$ cat src/rtl/pps_pkg.sv
package pps_pkg;

   localparam int BYTE_W      = 8;
   localparam int STEP_COUNT  = 36;
   localparam int UP_ENTRY    = 0;
   localparam int DOWN_ENTRY  = 31;
   localparam int IDX_W       = $clog2(STEP_COUNT);

   typedef enum logic [1:0] {
      PH_OFF    = 2'd0,
      PH_UP     = 2'd1,
      PH_ACTIVE = 2'd2,
      PH_DOWN   = 2'd3
   } phase_e;

   typedef enum logic [2:0] {
      OP_PWR_ON,
      OP_PWR_OFF,
      OP_RST_ASSERT,
      OP_RST_RELEASE,
      OP_WAIT,
      OP_CMD,
      OP_DATA,
      OP_END
   } op_e;

   typedef struct packed {
      op_e               op;
      logic [BYTE_W-1:0] arg;
   } step_t;

   function automatic step_t mk_step(op_e o, logic [BYTE_W-1:0] a);
      step_t s;
      s.op  = o;
      s.arg = a;
      return s;
   endfunction

   // Step table: power-up from UP_ENTRY, power-down from DOWN_ENTRY.
   function automatic step_t step_at(int idx, int width, int height, int frame_ms);
      logic [31:0] wl;
      logic [31:0] hl;
      step_t       s;
      wl = 32'(width - 1);
      hl = 32'(height - 1);
      case (idx)
         0:  s = mk_step(OP_PWR_ON,      8'h00);
         1:  s = mk_step(OP_WAIT,        8'd1);
         2:  s = mk_step(OP_RST_RELEASE, 8'h00);
         3:  s = mk_step(OP_WAIT,        8'd4);
         4:  s = mk_step(OP_RST_ASSERT,  8'h00);
         5:  s = mk_step(OP_WAIT,        8'd10);
         6:  s = mk_step(OP_RST_RELEASE, 8'h00);
         7:  s = mk_step(OP_WAIT,        8'd50);
         8:  s = mk_step(OP_CMD,         8'h01);
         9:  s = mk_step(OP_WAIT,        8'd20);
         10: s = mk_step(OP_CMD,         8'h11);
         11: s = mk_step(OP_WAIT,        8'd80);
         12: s = mk_step(OP_CMD,         8'h36);
         13: s = mk_step(OP_DATA,        8'h08);
         14: s = mk_step(OP_CMD,         8'h3A);
         15: s = mk_step(OP_DATA,        8'h66);
         16: s = mk_step(OP_CMD,         8'hC5);
         17: s = mk_step(OP_DATA,        8'h04);
         18: s = mk_step(OP_CMD,         8'h29);
         19: s = mk_step(OP_CMD,         8'h2A);
         20: s = mk_step(OP_DATA,        wl[31:24]);
         21: s = mk_step(OP_DATA,        wl[23:16]);
         22: s = mk_step(OP_DATA,        wl[15:8]);
         23: s = mk_step(OP_DATA,        wl[7:0]);
         24: s = mk_step(OP_CMD,         8'h2B);
         25: s = mk_step(OP_DATA,        hl[31:24]);
         26: s = mk_step(OP_DATA,        hl[23:16]);
         27: s = mk_step(OP_DATA,        hl[15:8]);
         28: s = mk_step(OP_DATA,        hl[7:0]);
         29: s = mk_step(OP_CMD,         8'h2C);
         30: s = mk_step(OP_END,         8'h00);
         31: s = mk_step(OP_CMD,         8'h28);
         32: s = mk_step(OP_CMD,         8'h10);
         33: s = mk_step(OP_WAIT,        8'(2 * frame_ms));
         34: s = mk_step(OP_PWR_OFF,     8'h00);
         default: s = mk_step(OP_END,    8'h00);
      endcase
      return s;
   endfunction

endpackage

$ cat src/rtl/pps_ms_timer.sv
module pps_ms_timer #(
   parameter int SCALE = 2,
   parameter int ARG_W = 8
) (
   input  logic             clk,
   input  logic             rst_n,
   input  logic             tick,
   input  logic             start,
   input  logic [ARG_W-1:0] base_ms,
   output logic             done
);
   // One extra tick guarantees N full periods whatever the tick phase.
   localparam int MAX_LOAD = ((1 << ARG_W) - 1) * SCALE + 1;
   localparam int CW       = $clog2(MAX_LOAD + 1);

   logic [CW-1:0] load_val;
   logic [CW-1:0] cnt;

   generate
      if (SCALE == 1) begin : g_unscaled
         assign load_val = CW'(base_ms) + CW'(1);
      end else begin : g_scaled
         assign load_val = CW'(base_ms) * CW'(SCALE) + CW'(1);
      end
   endgenerate

   always_ff @(posedge clk or negedge rst_n) begin
      if (!rst_n)
         cnt <= '0;
      else if (start)
         cnt <= load_val;
      else if (tick && (cnt != '0))
         cnt <= cnt - CW'(1);
   end

   assign done = (cnt == '0);

endmodule

$ cat src/rtl/pps_step_rom.sv
module pps_step_rom
   import pps_pkg::*;
#(
   parameter int WIDTH    = 320,
   parameter int HEIGHT   = 480,
   parameter int FRAME_MS = 17
) (
   input  logic [IDX_W-1:0] idx,
   output step_t            step
);
   step_t table_q [STEP_COUNT];

   generate
      for (genvar gi = 0; gi < STEP_COUNT; gi++) begin : g_tab
         assign table_q[gi] = step_at(gi, WIDTH, HEIGHT, FRAME_MS);
      end
   endgenerate

   always_comb begin
      if (int'(idx) < STEP_COUNT)
         step = table_q[idx];
      else
         step = mk_step(OP_END, '0);
   end

endmodule

$ cat src/rtl/pps_cmd_port.sv
module pps_cmd_port #(
   parameter int BW = 8
) (
   input  logic          clk,
   input  logic          rst_n,
   input  logic          load,
   input  logic [BW-1:0] load_data,
   input  logic          load_dc,
   input  logic          ready,
   output logic          valid,
   output logic [BW-1:0] data_o,
   output logic          dc_o,
   output logic          accept
);
   always_ff @(posedge clk or negedge rst_n) begin
      if (!rst_n) begin
         valid  <= 1'b0;
         data_o <= '0;
         dc_o   <= 1'b0;
      end else if (load) begin
         valid  <= 1'b1;
         data_o <= load_data;
         dc_o   <= load_dc;
      end else if (valid && ready) begin
         valid  <= 1'b0;
      end
   end

   assign accept = valid && ready;

endmodule

$ cat src/rtl/panel_power_seq.sv
module panel_power_seq
   import pps_pkg::*;
#(
   parameter int WIDTH       = 320,
   parameter int HEIGHT      = 480,
   parameter int DELAY_SCALE = 2,
   parameter int FRAME_MS    = 17
) (
   input  logic              clk,
   input  logic              rst_n,
   input  logic              tick_ms,
   input  logic              rst_pol_high,
   input  logic              en_req,
   input  logic              dis_req,
   input  logic              cmd_ready,
   output logic              pwr_en,
   output logic              panel_rst,
   output logic              cmd_valid,
   output logic              cmd_dc,
   output logic [BYTE_W-1:0] cmd_byte,
   output logic [1:0]        state
);
   localparam int ARG_W = BYTE_W;

   generate
      if (WIDTH < 1 || HEIGHT < 1) begin : g_bad_size
         $error("panel_power_seq: WIDTH and HEIGHT must be positive");
      end
      if (DELAY_SCALE < 1) begin : g_bad_scale
         $error("panel_power_seq: DELAY_SCALE must be at least 1");
      end
      if (FRAME_MS < 1 || 2 * FRAME_MS > 255) begin : g_bad_frame
         $error("panel_power_seq: 2*FRAME_MS must fit in one step argument");
      end
   endgenerate

   phase_e           phase;
   logic [IDX_W-1:0] pc;
   logic             pwr_q;
   logic             rst_asrt_q;
   logic             armed;
   logic             issued;
   logic             pend_up;
   logic             pend_down;
   step_t            cur;
   logic             running;
   logic             timer_start;
   logic             timer_done;
   logic             port_load;
   logic             port_accept;

   pps_step_rom #(
      .WIDTH   (WIDTH),
      .HEIGHT  (HEIGHT),
      .FRAME_MS(FRAME_MS)
   ) u_rom (
      .idx (pc),
      .step(cur)
   );

   pps_ms_timer #(
      .SCALE(DELAY_SCALE),
      .ARG_W(ARG_W)
   ) u_timer (
      .clk    (clk),
      .rst_n  (rst_n),
      .tick   (tick_ms),
      .start  (timer_start),
      .base_ms(cur.arg),
      .done   (timer_done)
   );

   pps_cmd_port #(
      .BW(BYTE_W)
   ) u_port (
      .clk      (clk),
      .rst_n    (rst_n),
      .load     (port_load),
      .load_data(cur.arg),
      .load_dc  (cur.op == OP_DATA),
      .ready    (cmd_ready),
      .valid    (cmd_valid),
      .data_o   (cmd_byte),
      .dc_o     (cmd_dc),
      .accept   (port_accept)
   );

   assign running     = (phase == PH_UP) || (phase == PH_DOWN);
   assign timer_start = running && (cur.op == OP_WAIT) && !armed;
   assign port_load   = running && ((cur.op == OP_CMD) || (cur.op == OP_DATA))
                        && !issued && !cmd_valid;

   always_ff @(posedge clk or negedge rst_n) begin
      if (!rst_n) begin
         phase      <= PH_OFF;
         pc         <= '0;
         pwr_q      <= 1'b0;
         rst_asrt_q <= 1'b1;
         armed      <= 1'b0;
         issued     <= 1'b0;
         pend_up    <= 1'b0;
         pend_down  <= 1'b0;
      end else begin
         case (phase)
            PH_OFF: begin
               if (en_req || pend_up) begin
                  phase   <= PH_UP;
                  pc      <= IDX_W'(UP_ENTRY);
                  pend_up <= 1'b0;
               end
            end
            PH_ACTIVE: begin
               if (dis_req || pend_down) begin
                  phase     <= PH_DOWN;
                  pc        <= IDX_W'(DOWN_ENTRY);
                  pend_down <= 1'b0;
               end
            end
            default: begin
               if ((phase == PH_UP) && dis_req)
                  pend_down <= 1'b1;
               if ((phase == PH_DOWN) && en_req)
                  pend_up <= 1'b1;
               case (cur.op)
                  OP_PWR_ON: begin
                     pwr_q <= 1'b1;
                     pc    <= pc + IDX_W'(1);
                  end
                  OP_PWR_OFF: begin
                     pwr_q      <= 1'b0;
                     rst_asrt_q <= 1'b1;
                     pc         <= pc + IDX_W'(1);
                  end
                  OP_RST_ASSERT: begin
                     rst_asrt_q <= 1'b1;
                     pc         <= pc + IDX_W'(1);
                  end
                  OP_RST_RELEASE: begin
                     rst_asrt_q <= 1'b0;
                     pc         <= pc + IDX_W'(1);
                  end
                  OP_WAIT: begin
                     if (!armed) begin
                        armed <= 1'b1;
                     end else if (timer_done) begin
                        armed <= 1'b0;
                        pc    <= pc + IDX_W'(1);
                     end
                  end
                  OP_CMD, OP_DATA: begin
                     if (port_load) begin
                        issued <= 1'b1;
                     end else if (port_accept) begin
                        issued <= 1'b0;
                        pc     <= pc + IDX_W'(1);
                     end
                  end
                  default: begin
                     phase <= (phase == PH_UP) ? PH_ACTIVE : PH_OFF;
                  end
               endcase
            end
         endcase
      end
   end

   assign pwr_en    = pwr_q;
   assign panel_rst = rst_pol_high ? rst_asrt_q : !rst_asrt_q;
   assign state     = phase;

endmodule

$ cat config.mk
export PLATFORM = sky130hd
export DESIGN_NAME = panel_power_seq
export DESIGN_NICKNAME = d
export VERILOG_FILES = /design/src/rtl/pps_pkg.sv /design/src/rtl/pps_ms_timer.sv /design/src/rtl/pps_step_rom.sv /design/src/rtl/pps_cmd_port.sv /design/src/rtl/panel_power_seq.sv
export SDC_FILE = /design/constraint.sdc
export NUM_CORES = 1
export LEC_CHECK = 0
export ABC_AREA = 1
export BUFFER_PORTS_ARGS = -buffer_cell sky130_fd_sc_hd__buf_4
export CORE_MARGIN = 3
export CORE_UTILIZATION = 25
export DETAILED_ROUTE_END_ITERATION = 8
export PLACE_DENSITY = 0.47
export SYNTH_ARGS = -nofsm -noshare
export SYNTH_HDL_FRONTEND = slang
export SYNTH_SLANG_ARGS = --single-unit
$ cat constraint.sdc
create_clock -name clk -period 2.95 [get_ports clk]
set_clock_uncertainty 0.1 [all_clocks]
set_input_delay 0.59 -clock clk [delete_from_list [all_inputs] [get_ports clk]]
set_output_delay 0.59 -clock clk [all_outputs]
set_load 0.02 [all_outputs]
==> results.md <==
- The flow ran to the end, and the final reports show no timing, DRC or antenna violations.
- The die is 103 um wide.
- The I/O pin count is 21.
- Hold timing on the final database bottoms out at a slack of 0.1604 ns.
- Counting distinct cell types in the post-synthesis netlist gives 32.
- The detailed-route via count is 2320.
- The number of instances in the synthesized netlist is 335.
- The count of final hold-check violations is 0.
- Of all nets on the critical path, the largest fanout is 16.
- By startpoint and endpoint, the worst setup path is classified as reg2reg.
- In this run the standard cell core region covers 0.008934 sq mm.
- The analysis attributes to cell leakage a power of 1.400 nW.
- The final-stage net count is 382.
- The number of buffers inserted during clock tree synthesis is 5.
- The number of antenna diodes is 0.
- For this run, design rule violations remaining after detail routing come to 0.
- The number of sinks on the clock net is 33.
- The part of the cycle the worst path needs is 0.8973.
- The type of element launching the critical path is a flip-flop.
- STA puts the critical path data required time at 3.01 ns.
- The overall track demand over capacity in global routing is 0.1253.
- The critical path starts at pc[1]$_DFFE_PN0P_.
- Across the run, the number of max-cap violations was 0.
- The longest clock path from root to sink contains 2 buffers.
- The class of the tightest hold or removal check is in2async.
- The maximum resistive drop on vdd is 0.0004662 V.
- The shortest clock period the worst path allows after layout is 2.647 ns.
- Relative to the synthesized area, the layout overhead comes to 17.39%.
- Buffers inserted to repair hold after CTS numbered 0.
- The warning count from the yosys run is 0.
- The initial antenna violation count came to 0.
- The total half-perimeter wirelength after legalization and detailed placement is 4.908 mm.
- The share of total power in sequential cells is 0.250.
- Setup violations remaining at the end of the flow were counted as 0.
- The vertical die dimension is 103 um.
- The post-CTS clock slew at the launch and capture registers of the worst setup and hold paths is 0.08 ns.
- Routability-driven placement finished with a final weighted congestion of 0.9757.
- The net switching fraction of the power is 0.5182.
- The root buffer cell is sky130_fd_sc_hd__clkbuf_8.
- Dividing the detail-routed wire length by the instance count gives 13.58 um.
- The total congestion overflow is 0.
- The startpoint of the worst-slack reg-to-reg timing path is pc[1]$_DFFE_PN0P_.
- In this run the critical register-to-register path is captured at u_timer.cnt[4]$_DFFE_PN0P_.
- Clock latency on the worst-skew pair, taken at its later pin, is 0.28 ns.
- The count of H-tree levels built during CTS is 2.
- The power density over the cells is 1267 mW/mm^2.
- Once detail routing completed, the nets flagged for antenna violations numbered 0.
- The maximum operating frequency is 377.8 MHz.
- The worst register-to-register path has a depth of 15.
- The clock tree from TritonCTS is done.
- The first-pass GRT wire length is 10.70 mm.
- The combinational group share of total power is 0.621.
- The mean instance size in the synthesized netlist is 7.022 sq um.
- The data arrival time of the worst path is 2.71 ns.
- The count of buffers added by post-CTS timing repair for setup is 0.
- The area of the die is 0.01061 sq mm.
- Entering global routing, the biggest net connects 34 pins.
- In this run the tool buffered the top-level ports with 20 buffer cells.
- For this configuration, the core starts out at a cell density of 0.2633.
- The via count of the first global-routing pass came to 2172.
- Timing analysis after detailed placement gives a worst setup slack of 0.3411 ns.
- The number of vias per cell is 4.936.
- The post-detailed-routing wire length is 6.383 mm.
- The number of inserted filler cells in the final layout is 991.
- The synthesis-stage register bit count is 33.
- The internal cell power is 1.686 mW.
- The worst setup slack after layout is 0.3029 ns.
- The net switching power is 1.813 mW.
- The post-route setup TNS is 0 ns.
- The count of cells resized by post-cts repair is 0.
- In this run the worst setup path terminates at u_timer.cnt[4]$_DFFE_PN0P_.
- At the pin with the least slew margin, the transition time is 0.7343 ns.
- Of the cells placed in the final design, the portion with a size suffix greater than 1 is 0.1271.
- The synthesized netlist occupies a cell area of 0.002352 sq mm.
- The worst-case register-to-register setup slack is 0.30 ns.
- The first TritonRoute pass finished after 5 iterations.
- The number of standard-cell rows in the floorplan is 34.
- Of the synthesized area, sequential elements account for 0.3516.
- In this run the tightest slew margin relative to its limit is 0.4978.
- The critical path endpoint category is a flip-flop.
- For this run, the number of standard cells in the final layout without fillers is 470.
- The number of nets in the synthesized netlist is 356.
- The max-slew violation count is 0.
- Including well taps, the total number of placed cells is 462.
- Setup repair after global routing left no endpoint under its margin.
- The first routing iteration left 205 violations.
- The relative contribution of the clock network to total power is 0.129.
logic make-up after synthesis:
family,count (synthesis),synth area share
flops,33,0.3516
xor+xnor,5,0.01862
fa+ha+maj,14,0.07447
compound gates,60,0.1495
simple gates,177,0.3277
buf+inv,46,0.07819
placed cells by master, fill, tap and decap left out:
master	netlist	layout
sky130_fd_sc_hd__a31oi_1	4	4
sky130_fd_sc_hd__a2111oi_0	1	1
sky130_fd_sc_hd__inv_2	4	4
sky130_fd_sc_hd__xor2_1	3	3
sky130_fd_sc_hd__clkbuf_1	0	1
sky130_fd_sc_hd__nand3_4	1	1
sky130_fd_sc_hd__dfstp_2	1	1
sky130_fd_sc_hd__dfrtp_1	32	32
sky130_fd_sc_hd__nor2_2	1	1
sky130_fd_sc_hd__ha_1	14	14
sky130_fd_sc_hd__nand3_1	25	25
sky130_fd_sc_hd__o211ai_1	8	8
sky130_fd_sc_hd__clkinv_1	4	4
sky130_fd_sc_hd__bufinv_16	0	1
sky130_fd_sc_hd__nor3_1	7	7
sky130_fd_sc_hd__inv_1	31	31
sky130_fd_sc_hd__nand2_2	1	1
sky130_fd_sc_hd__o221ai_1	2	2
sky130_fd_sc_hd__nand2_1	100	100
sky130_fd_sc_hd__nor2_1	30	30
sky130_fd_sc_hd__nand4_2	1	1
sky130_fd_sc_hd__o21ai_1	8	8
sky130_fd_sc_hd__a221oi_1	1	1
sky130_fd_sc_hd__xnor2_1	2	2
sky130_fd_sc_hd__o22ai_1	2	2
sky130_fd_sc_hd__clkbuf_8	0	6
sky130_fd_sc_hd__a21oi_1	10	10
sky130_fd_sc_hd__o21ai_0	21	21
sky130_fd_sc_hd__nor4_1	1	1
sky130_fd_sc_hd__o31ai_1	2	2
sky130_fd_sc_hd__nand3_2	3	3
sky130_fd_sc_hd__buf_4	1	26
sky130_fd_sc_hd__nand4_1	7	7
sky130_fd_sc_hd__a21oi_2	1	1
through the flow:
stage | instance area, sq um | util | total power, mW
detailed placement | 2645 | 0.2961 | 3.051
floorplan | 2352 | - | 2.418
global placement | 2645 | 0.2961 | 3.089
finish | 2761 | 0.3091 | 3.499
CTS | 2761 | 0.3091 | 3.519
global route | 2761 | 0.3091 | 3.871
layout make-up:
type	instances	area (sq um)	area share
Tap cell	108	135.1	0.04894
Timing Repair Buffer	26	195.2	0.07068
Sequential cell	33	827.0	0.2995
Inverter	39	146.4	0.05301
Multi-Input combinational cell	256	1341	0.4857
Clock inverter	1	30.03	0.01087
Clock buffer	7	86.33	0.03126
critical path: stages (launching register included):
cell                       delay (ns)
sky130_fd_sc_hd__dfrtp_1         0.47
sky130_fd_sc_hd__inv_1           0.14
sky130_fd_sc_hd__ha_1            0.26
sky130_fd_sc_hd__inv_1           0.07
sky130_fd_sc_hd__nand2_1         0.07
sky130_fd_sc_hd__nand2_1         0.08
sky130_fd_sc_hd__nand2_1         0.05
sky130_fd_sc_hd__nand2_1         0.09
sky130_fd_sc_hd__nand2_1         0.07
sky130_fd_sc_hd__a21oi_2         0.24
sky130_fd_sc_hd__nand3_4         0.14
sky130_fd_sc_hd__nor2_2          0.16
sky130_fd_sc_hd__nand2_1         0.14
sky130_fd_sc_hd__buf_4           0.22
sky130_fd_sc_hd__o211ai_1        0.11
sky130_fd_sc_hd__nand3_1         0.10
how the worst min path moves through the flow:
stage	slack, ns	startpoint	endpoint	depth (start not counted)
floorplan	0.19	rst_n	armed$_DFFE_PN0P_	0
global placement	0.37	u_port.data_o[0]$_DFFE_PN0N_	u_port.data_o[0]$_DFFE_PN0N_	2
detailed placement	0.37	u_port.data_o[0]$_DFFE_PN0N_	u_port.data_o[0]$_DFFE_PN0N_	2
CTS	0.17	rst_n	u_timer.cnt[3]$_DFFE_PN0P_	1
global route	0.18	rst_n	u_timer.cnt[3]$_DFFE_PN0P_	1
finish	0.16	rst_n	u_timer.cnt[3]$_DFFE_PN0P_	1
cells in the mapped netlist, drive strengths merged:
library cell | number | area share
o221ai | 2 | 0.0074
clkinv | 4 | 0.0064
nor4 | 1 | 0.0027
dfstp | 1 | 0.011
xnor2 | 2 | 0.0074
o211ai | 8 | 0.026
dfrtp | 32 | 0.34
xor2 | 3 | 0.011
a31oi | 4 | 0.011
o22ai | 2 | 0.0053
o21ai | 29 | 0.062
a21oi | 11 | 0.025
nor3 | 7 | 0.015
nand2 | 101 | 0.16
nand3 | 29 | 0.073
nor2 | 31 | 0.051
inv | 35 | 0.056
buf | 7 | 0.016
o31ai | 2 | 0.0064
a2111oi | 1 | 0.0037
a221oi | 1 | 0.0037
nand4 | 8 | 0.024
ha | 14 | 0.074
state kept, by name (all words and copies together), names as in the netlist:
| register | flops |
|---|---|
| armed | 1 |
| issued | 1 |
| pc | 6 |
| pend_down | 1 |
| pend_up | 1 |
| pwr_en | 1 |
| rst_asrt_q | 1 |
| state | 2 |
| u_port.data_o | 8 |
| u_port.dc_o | 1 |
| u_port.valid | 1 |
| u_timer.cnt | 9 |
power groups by stage:
stage                     Sequential (mW)  Clock (mW)  Combinational [mW]
after floorplan                     0.889           0                1.53
after global placement              0.882           0                2.21
after detailed placement            0.880           0                2.17
after CTS                           0.871       0.467                2.18
after global routing                0.904       0.487                2.48
final                               0.875       0.453                2.17
per-layer routing:
metal / track usage / wire length [um] / vias to the layer above
met1: 0.1825 / 3199 / 1072
met3: 0.02571 / 328 / 11
li1: - / - / 1164
met2: 0.1929 / 2772 / 73
met5: 0 / 0 / -
met4: 0.02291 / 83 / 0
(Power assumes the default switching activity.)
